**src/rtl/vrt_pkg.sv**
```systemverilog
package vrt_pkg;

   localparam int LINE_W = 10;
   localparam int DOT_W  = 10;
   localparam int ST_W   = 14;

   localparam int ST_FIELD  = 10;
   localparam int ST_ACTIVE = 11;
   localparam int ST_HS_OFF = 12;
   localparam int ST_VS_OFF = 13;

   localparam int NUM_RW = 4;

   typedef enum logic [2:0] {
      VRT_GEOM   = 3'd0,
      VRT_SYNC   = 3'd1,
      VRT_CFG    = 3'd2,
      VRT_PORCH  = 3'd3,
      VRT_STATUS = 3'd4
   } vrt_addr_e;

   localparam logic [31:0] MASK_GEOM  = 32'h03FF_03FF;
   localparam logic [31:0] MASK_SYNC  = 32'hFFFF_FF7F;
   localparam logic [31:0] MASK_CFG   = 32'h0000_03FF;
   localparam logic [31:0] MASK_PORCH = 32'h03FF_03FF;

   function automatic logic [31:0] reg_mask(input int idx);
      case (idx)
         0:       return MASK_GEOM;
         1:       return MASK_SYNC;
         2:       return MASK_CFG;
         default: return MASK_PORCH;
      endcase
   endfunction

endpackage

```
**src/rtl/vrt_regs.sv**
```systemverilog
module vrt_regs
   import vrt_pkg::*;
#(
   parameter logic [31:0] RST_GEOM  = 32'h0270_035F,
   parameter logic [31:0] RST_SYNC  = 32'h07D6_A53F,
   parameter logic [31:0] RST_CFG   = 32'h0000_0000,
   parameter logic [31:0] RST_PORCH = 32'h0000_0000
) (
   input  logic               clk,
   input  logic               rst_n,
   input  logic               wr_en,
   input  logic [2:0]         wr_addr,
   input  logic [31:0]        wr_data,
   input  logic [2:0]         rd_addr,
   input  logic [ST_W-1:0]    status,
   output logic [31:0]        rd_data,
   output logic               geom_wr,
   output logic [DOT_W-1:0]   dot_max,
   output logic [LINE_W-1:0]  line_max,
   output logic [3:0]         vs_lines,
   output logic [6:0]         hs_units,
   output logic               interlace,
   output logic [DOT_W-1:0]   front_porch,
   output logic [DOT_W-1:0]   back_porch
);

   localparam logic [31:0] RST_ARR [NUM_RW] = '{RST_GEOM, RST_SYNC, RST_CFG, RST_PORCH};

   logic [31:0] reg_q [NUM_RW];

   for (genvar g = 0; g < NUM_RW; g++) begin : g_reg
      localparam logic [31:0] MSK = reg_mask(g);
      always_ff @(posedge clk or negedge rst_n) begin
         if (!rst_n)
            reg_q[g] <= RST_ARR[g] & MSK;
         else if (wr_en && (wr_addr == 3'(g)))
            reg_q[g] <= wr_data & MSK;
      end
   end

   assign geom_wr     = wr_en && (wr_addr == VRT_GEOM);
   assign dot_max     = reg_q[0][DOT_W-1:0];
   assign line_max    = reg_q[0][16 +: LINE_W];
   assign vs_lines    = reg_q[1][11:8];
   assign hs_units    = reg_q[1][6:0];
   assign interlace   = reg_q[2][4];
   assign front_porch = reg_q[3][DOT_W-1:0];
   assign back_porch  = reg_q[3][16 +: DOT_W];

   always_comb begin
      rd_data = '0;
      if (rd_addr < 3'(NUM_RW))
         rd_data = reg_q[rd_addr[1:0]];
      else if (rd_addr == VRT_STATUS)
         rd_data = {{(32-ST_W){1'b0}}, status};
   end

endmodule

```
**src/rtl/vrt_counter.sv**
```systemverilog
module vrt_counter
   import vrt_pkg::*;
#(
   parameter int FC_W        = 16,
   parameter int RETRACE_END = 42
) (
   input  logic               clk,
   input  logic               rst_n,
   input  logic               dot_en,
   input  logic               geom_wr,
   input  logic [DOT_W-1:0]   dot_max,
   input  logic [LINE_W-1:0]  line_max,
   input  logic               interlace,
   output logic [DOT_W-1:0]   dot_q,
   output logic [LINE_W-1:0]  line_q,
   output logic               field_q,
   output logic               fs_q,
   output logic [FC_W-1:0]    fc_q
);

   localparam logic [LINE_W-1:0] RE_LINE = LINE_W'(RETRACE_END);

   logic              dot_last;
   logic              line_last;
   logic [LINE_W-1:0] line_nxt;

   assign dot_last  = (dot_q == dot_max);
   assign line_last = (line_q == line_max);
   assign line_nxt  = line_last ? '0 : line_q + 1'b1;

   always_ff @(posedge clk or negedge rst_n) begin
      if (!rst_n) begin
         dot_q   <= '0;
         line_q  <= '0;
         field_q <= 1'b0;
         fs_q    <= 1'b0;
         fc_q    <= '0;
      end else begin
         fs_q <= 1'b0;
         if (geom_wr) begin
            dot_q   <= '0;
            line_q  <= '0;
            field_q <= 1'b0;
         end else if (dot_en) begin
            if (dot_last) begin
               dot_q  <= '0;
               line_q <= line_nxt;
               if (line_last && interlace)
                  field_q <= ~field_q;
               if (line_nxt == RE_LINE) begin
                  fs_q <= 1'b1;
                  fc_q <= fc_q + 1'b1;
               end
            end else begin
               dot_q <= dot_q + 1'b1;
            end
         end
      end
   end

   AST_DOT_IN_RANGE: assert property (@(posedge clk) disable iff (!rst_n)
      dot_q <= dot_max);
   AST_LINE_IN_RANGE: assert property (@(posedge clk) disable iff (!rst_n)
      line_q <= line_max);
   AST_IDLE_HOLDS: assert property (@(posedge clk) disable iff (!rst_n)
      (!dot_en && !geom_wr) |=> ($stable(dot_q) && $stable(line_q)));
   AST_FIELD_FROZEN: assert property (@(posedge clk) disable iff (!rst_n)
      (!interlace && !geom_wr) |=> $stable(field_q));
   AST_FRAME_ON_END: assert property (@(posedge clk) disable iff (!rst_n)
      fs_q |-> (line_q == RE_LINE));
   AST_FRAME_COUNT_STEP: assert property (@(posedge clk) disable iff (!rst_n)
      fs_q |-> (fc_q == FC_W'($past(fc_q) + 1'b1)));
   AST_GEOM_CLEARS: assert property (@(posedge clk) disable iff (!rst_n)
      geom_wr |=> (dot_q == '0 && line_q == '0 && !field_q));

endmodule

```
**src/rtl/vrt_status.sv**
```systemverilog
module vrt_status
   import vrt_pkg::*;
#(
   parameter int RETRACE_END = 42,
   parameter int RETRACE_GAP = 6
) (
   input  logic [DOT_W-1:0]   dot,
   input  logic [LINE_W-1:0]  line,
   input  logic               field,
   input  logic [DOT_W-1:0]   dot_max,
   input  logic [LINE_W-1:0]  line_max,
   input  logic [3:0]         vs_lines,
   input  logic [6:0]         hs_units,
   input  logic [DOT_W-1:0]   front_porch,
   input  logic [DOT_W-1:0]   back_porch,
   output logic [ST_W-1:0]    status,
   output logic               vblank
);

   logic [DOT_W-1:0] hs_dots;
   logic             parity_match;
   logic             past_vs;
   logic [DOT_W:0]   dots_total;
   logic [DOT_W:0]   dot_plus_bp;
   logic             before_bp;
   logic [LINE_W:0]  line_plus_gap;

   assign hs_dots       = {2'b00, hs_units, 1'b0} + DOT_W'(2);
   assign parity_match  = (line[0] == field);
   assign past_vs       = (line >= {{(LINE_W-4){1'b0}}, vs_lines});
   assign dots_total    = {1'b0, dot_max} + 1'b1;
   assign dot_plus_bp   = {1'b0, dot} + {1'b0, back_porch};
   assign before_bp     = (dot_plus_bp < dots_total);
   assign line_plus_gap = {1'b0, line} + (LINE_W+1)'(RETRACE_GAP);

   assign vblank = (line_plus_gap > {1'b0, line_max}) || (line < LINE_W'(RETRACE_END));

   always_comb begin
      status = '0;
      status[LINE_W-1:0] = line;
      status[ST_FIELD]   = field;
      if (parity_match) begin
         if (dot > hs_dots)
            status[ST_HS_OFF] = 1'b1;
         if (past_vs) begin
            status[ST_VS_OFF] = 1'b1;
            if (dot > front_porch)
               status[ST_ACTIVE] = 1'b1;
         end
      end else if (past_vs) begin
         status[ST_HS_OFF] = 1'b1;
         if (before_bp) begin
            status[ST_VS_OFF] = 1'b1;
            status[ST_ACTIVE] = 1'b1;
         end
      end
   end

endmodule

```
**src/rtl/vid_raster_timer.sv**
```systemverilog
module vid_raster_timer
   import vrt_pkg::*;
#(
   parameter int          DOT_CLK_KHZ = 27000,
   parameter int          FC_W        = 16,
   parameter int          RETRACE_END = 42,
   parameter int          RETRACE_GAP = 6,
   parameter int          FP_RESET    = 0,
   parameter logic [31:0] RST_GEOM    = 32'h0270_035F,
   parameter logic [31:0] RST_SYNC    = 32'h07D6_A53F,
   parameter logic [31:0] RST_CFG     = 32'h0000_0000
) (
   input  logic              clk,
   input  logic              rst_n,
   input  logic              dot_en,
   input  logic              wr_en,
   input  logic [2:0]        wr_addr,
   input  logic [31:0]       wr_data,
   input  logic [2:0]        rd_addr,
   output logic [31:0]       rd_data,
   output logic [13:0]       status,
   output logic [9:0]        dot_pos,
   output logic [9:0]        line_num,
   output logic              field_odd,
   output logic              vblank,
   output logic              frame_start,
   output logic [FC_W-1:0]   frame_count
);

   localparam int          BP_RESET  = DOT_CLK_KHZ * 4 / 1000;
   localparam logic [31:0] RST_PORCH = (32'(BP_RESET) << 16) | 32'(FP_RESET);

   initial begin
      assert (FC_W >= 1 && FC_W <= 32) else $error("FC_W out of range");
      assert (RETRACE_END >= 0 && RETRACE_END < (1 << LINE_W)) else $error("RETRACE_END too large");
      assert (RETRACE_GAP >= 0 && RETRACE_GAP < (1 << LINE_W)) else $error("RETRACE_GAP too large");
      assert (BP_RESET < (1 << DOT_W)) else $error("back porch reset too large");
      assert (FP_RESET >= 0 && FP_RESET < (1 << DOT_W)) else $error("front porch reset too large");
   end

   logic              geom_wr;
   logic [DOT_W-1:0]  dot_max;
   logic [LINE_W-1:0] line_max;
   logic [3:0]        vs_lines;
   logic [6:0]        hs_units;
   logic              interlace;
   logic [DOT_W-1:0]  front_porch;
   logic [DOT_W-1:0]  back_porch;
   logic [ST_W-1:0]   status_w;

   vrt_regs #(
      .RST_GEOM  (RST_GEOM),
      .RST_SYNC  (RST_SYNC),
      .RST_CFG   (RST_CFG),
      .RST_PORCH (RST_PORCH)
   ) u_regs (
      .clk         (clk),
      .rst_n       (rst_n),
      .wr_en       (wr_en),
      .wr_addr     (wr_addr),
      .wr_data     (wr_data),
      .rd_addr     (rd_addr),
      .status      (status_w),
      .rd_data     (rd_data),
      .geom_wr     (geom_wr),
      .dot_max     (dot_max),
      .line_max    (line_max),
      .vs_lines    (vs_lines),
      .hs_units    (hs_units),
      .interlace   (interlace),
      .front_porch (front_porch),
      .back_porch  (back_porch)
   );

   vrt_counter #(
      .FC_W        (FC_W),
      .RETRACE_END (RETRACE_END)
   ) u_count (
      .clk       (clk),
      .rst_n     (rst_n),
      .dot_en    (dot_en),
      .geom_wr   (geom_wr),
      .dot_max   (dot_max),
      .line_max  (line_max),
      .interlace (interlace),
      .dot_q     (dot_pos),
      .line_q    (line_num),
      .field_q   (field_odd),
      .fs_q      (frame_start),
      .fc_q      (frame_count)
   );

   vrt_status #(
      .RETRACE_END (RETRACE_END),
      .RETRACE_GAP (RETRACE_GAP)
   ) u_stat (
      .dot         (dot_pos),
      .line        (line_num),
      .field       (field_odd),
      .dot_max     (dot_max),
      .line_max    (line_max),
      .vs_lines    (vs_lines),
      .hs_units    (hs_units),
      .front_porch (front_porch),
      .back_porch  (back_porch),
      .status      (status_w),
      .vblank      (vblank)
   );

   assign status = status_w;

   AST_ACTIVE_HAS_VS_OFF: assert property (@(posedge clk) disable iff (!rst_n)
      status[ST_ACTIVE] |-> status[ST_VS_OFF]);

endmodule

```
**config.mk**
```make
export PLATFORM = sky130hd
export DESIGN_NAME = vid_raster_timer
export DESIGN_NICKNAME = d
export VERILOG_FILES = /design/src/rtl/vrt_pkg.sv /design/src/rtl/vrt_regs.sv /design/src/rtl/vrt_counter.sv /design/src/rtl/vrt_status.sv /design/src/rtl/vid_raster_timer.sv
export SDC_FILE = /design/constraint.sdc
export NUM_CORES = 1
export LEC_CHECK = 0
export BUFFER_PORTS_ARGS = -buffer_cell sky130_fd_sc_hd__buf_2
export CORE_UTILIZATION = 40
export CTS_CLUSTER_SIZE = 20
export DETAILED_ROUTE_END_ITERATION = 6
export SYNTH_ARGS = -nofsm -noshare
export SYNTH_HDL_FRONTEND = slang
export SYNTH_SLANG_ARGS = --single-unit
```
**constraint.sdc**
```tcl
create_clock -name clk -period 5.1 [get_ports clk]
set_input_delay 0.51 -clock clk [delete_from_list [all_inputs] [get_ports clk]]
set_output_delay 0.51 -clock clk [all_outputs]
set_load 0.05 [all_outputs]
```
==> key figures <==
Outcome
  – Status: finished clean

Route
  – WL/cell: 18.32 um
  – 1st-iter DRT viols: 389
  – Via count: 6258
  – WL final: 21580 um
  – Vias per cell: 5.312
  – Drt drc: 0
  – Routed Antenna Nets: 0
  – Pre-antenna DRT Iters: 5

Yosys
  – Seq/Total Area, Yosys: 38.32%
  – Post-synthesis register bit count: 119
  – Post-synth EDFFs: 0
  – Yosys cell types: 64
  – Main synth FF type: dfrtp_1
  – Syn_nets: 903
  – Ys async rst share: 100.0%
  – Cell count after synthesis: 801
  – Mapped Area: 7881 um2
  – Synth warn: 0
  – Average size of a mapped cell: 9.839 um2

Finish
  – Util after Layout: 48.91%
  – Fraction of final layout cells with drive strength greater than 1: 32.03%
  – Final-layout fill cell count: 1833
  – Final Non-Filler Cells: 1178
  – Nets: 1007
  – Area Growth Syn to Fin: 18.02%
  – Antenna diodes: 0

Die
  – FP Rows: 50
  – Starting Density: 41.44%
  – DIE HEIGHT: 142.4 um
  – Total core area: 19020 um2
  – Die W: 142.4 um
  – Top Ports: 127
  – Die area: 20270 um2

Placed design
  – Placed cells: 1146
  – Port Buffers: 126
  – Detailed Place HPWL: 15710 um
  – RePlAce Congestion: 0.8124

Run
  – Max-Cap Viols: 0

CTS
  – CTS H-tree depth: 4
  – Clock latency at the later pin of the worst-skew pair: 420 ps
  – Post-CTS Setup Inserts: 0
  – CTS Buffer Depth: 2
  – Clock sinks: 119
  – CTS Root Cell: clkbuf_16
  – Num CTS Buffers: 17
  – CTS tree: yes
  – Clock slew at reported path FFs: 50 ps

Pwr
  – Leak pwr: 4.413 nW
  – Peak VDD IR: 0.2376 mV
  – Pwr per Cell Area: 421.6 nW/um2

STA
  – Final worst path period share: 94.12%
  – Worst Clk Skew: 9.034 ps
  – Final setup TNS: 0 ps
  – Max-slew violations: 0
  – Slew headroom: 34.56%
  – Hold violation count in the final report: 0
  – # setup viols final: 0
  – Worst Max-Slew Pin Slew: 981.7 ps
  – Fmax achieved: 208.3 MHz
  – RSZ-0062 raised after global routing: no
  – Min Tclk post-route: 4800 ps

Critical path
  – Reg2Reg Setup Slack: 1930 ps
  – R2R depth: 6
  – CP Max Fanout: 10
  – Critical Path AT: 4290 ps
  – Setup crit start: u_count.dot_q[2]
  – Critical Path RT: 4590 ps
  – CP Launch Type: flop
  – CP endpoint: rd_data[11]
  – CP endpoint kind: output pin
  – CP Class: reg -> out
  – RR Endpoint: u_count.line_q[3]
  – Reg-to-reg critical path startpoint: u_count.dot_q[7]

GRT
  – Total routing usage reported by global routing: 22.83%
  – Vias in the first global route: 6263
  – First-pass GRT wire length: 34970 um
  – Initial antenna violation count: 0
  – Gr ovfl total: 0
  – Largest net degree at the start of global routing: 74

Min path
  – Tightest Hold Check Type: in -> async
## critical path, stage by stage (launching register included)
cell     delay [ps]
dfrtp_1         520
ha_1            400
nor2b_1         150
o31a_1          250
or4_1           460
nand4_1         120
or3b_2          450
ha_1            320
a21o_1          160
a21oi_1         170
nand4_1         210
o31ai_1         220
a22o_1          180
buf_2           260
## final cells by class
cell class | count | area [um2] | area share, %
repair buffers | 138 | 723.2 | 7.775
well taps | 260 | 325.3 | 3.497
multi-input cells | 576 | 4419 | 47.51
inverters | 53 | 198.9 | 2.139
clock inverters | 14 | 175.2 | 1.883
flip-flops and latches | 119 | 3020 | 32.47
clock buffers | 18 | 439.2 | 4.722
## how the worst min path moves through the flow
stage                                start  cells after the start               end
final                                rst_n                      1  u_count.dot_q[5]
after global placement    u_count.fc_q[15]                      1  u_count.fc_q[15]
after detailed placement   u_count.fc_q[5]                      1   u_count.fc_q[5]
after floorplan                      rst_n                      0  u_count.dot_q[0]
after global routing                 rst_n                      1  u_count.dot_q[5]
after CTS                            rst_n                      1  u_count.dot_q[5]
## where the power goes
| part | switching, mW | leakage [nW] | internal [mW] | total (mW) |
|---|---|---|---|---|
| clock | 0.469 | 0.293 | 0.784 | 1.25 |
| combinational | 0.791 | 2.67 | 0.525 | 1.32 |
| sequential | 0.204 | 1.45 | 1.15 | 1.35 |
## metrics by stage
| step | power [mW] | setup slack [ps] | hold WS [ps] | instance area (um2) |
|---|---|---|---|---|
| after floorplan | 2.311 | 401.2 | 214.4 | 7881 |
| after global placement | 2.656 | 765.0 | 465.3 | 8680 |
| after detailed placement | 2.681 | 711.0 | 474.8 | 8680 |
| after CTS | 3.946 | 225.2 | 286.6 | 9294 |
| after global routing | 4.174 | 35.29 | 301.1 | 9301 |
| final | 3.922 | 299.7 | 219.8 | 9301 |
## flip-flops by register name, summed over array words and instances (netlist names)
name and count:
u_count.dot_q 10, u_count.fc_q 16, u_count.field_q 1, u_count.fs_q 1
u_count.line_q 10, u_regs.back_porch 10, u_regs.dot_max 10, u_regs.front_porch 10
u_regs.hs_units 7, u_regs.interlace 1, u_regs.line_max 10, u_regs.reg_q 29
u_regs.vs_lines 4
## synth_stat cells (4+ instances only)
cell type	n	area (um2)
nand2_1	87	326.6
dfrtp_1	85	2127
mux2_2	67	754.5
ha_1	59	738.2
inv_1	53	198.9
o21ai_0	45	225.2
xnor2_1	43	376.6
nor2_1	39	146.4
dfstp_2	34	893.4
nand3_1	32	160.2
clkbuf_1	28	105.1
xor2_1	28	245.2
a21oi_1	20	100.1
nand4_1	20	125.1
and2_1	14	87.58
buf_4	12	90.09
a22oi_1	10	75.07
nor2b_1	10	62.56
nor3_1	9	45.04
buf_2	8	40.04
mux4_2	8	180.2
and3_1	7	43.79
a21o_1	6	45.04
nor4_1	5	31.28
or4_1	5	37.54
and4_1	4	35.03
## cells in the final DEF (no fill, tap or decap), types with 32 or more instances in the layout
cell type / instances
o21ai_0: 45
dfstp_2: 34
inv_1: 53
buf_2: 125
mux2_2: 67
nand3_1: 32
dfrtp_1: 85
ha_1: 59
xnor2_1: 43
nand2_1: 87
nor2_1: 39
## timing repair
action                                 CTS  global route
setup endpoints to repair                0             1
hold buffers                             0             0
endpoints found under the hold margin    0             0
resized for setup                        0             1
## metal layers
layer | vias up | wire, um | track usage [%]
met2 | 184 | 10070 | 36.09
met1 | 3034 | 10060 | 31.04
met3 | 29 | 1052 | 4.576
met4 | 0 | 393 | 7.866
met5 | - | 0 | 0
li1 | 3011 | - | -
## logic make-up (layout without fill, tap and decap cells)
kind of cell / count (synthesis) / in the layout / share of synthesized area [%]
buf+inv: 106 / 223 / 6.048
xor+xnor: 71 / 71 / 7.890
flops: 119 / 119 / 38.32
mux: 79 / 79 / 12.57
simple gates: 253 / 253 / 16.40
fa+ha+maj: 60 / 60 / 9.621
compound gates: 113 / 113 / 9.145
No activity file was read; power rests on OpenSTA's default activity.
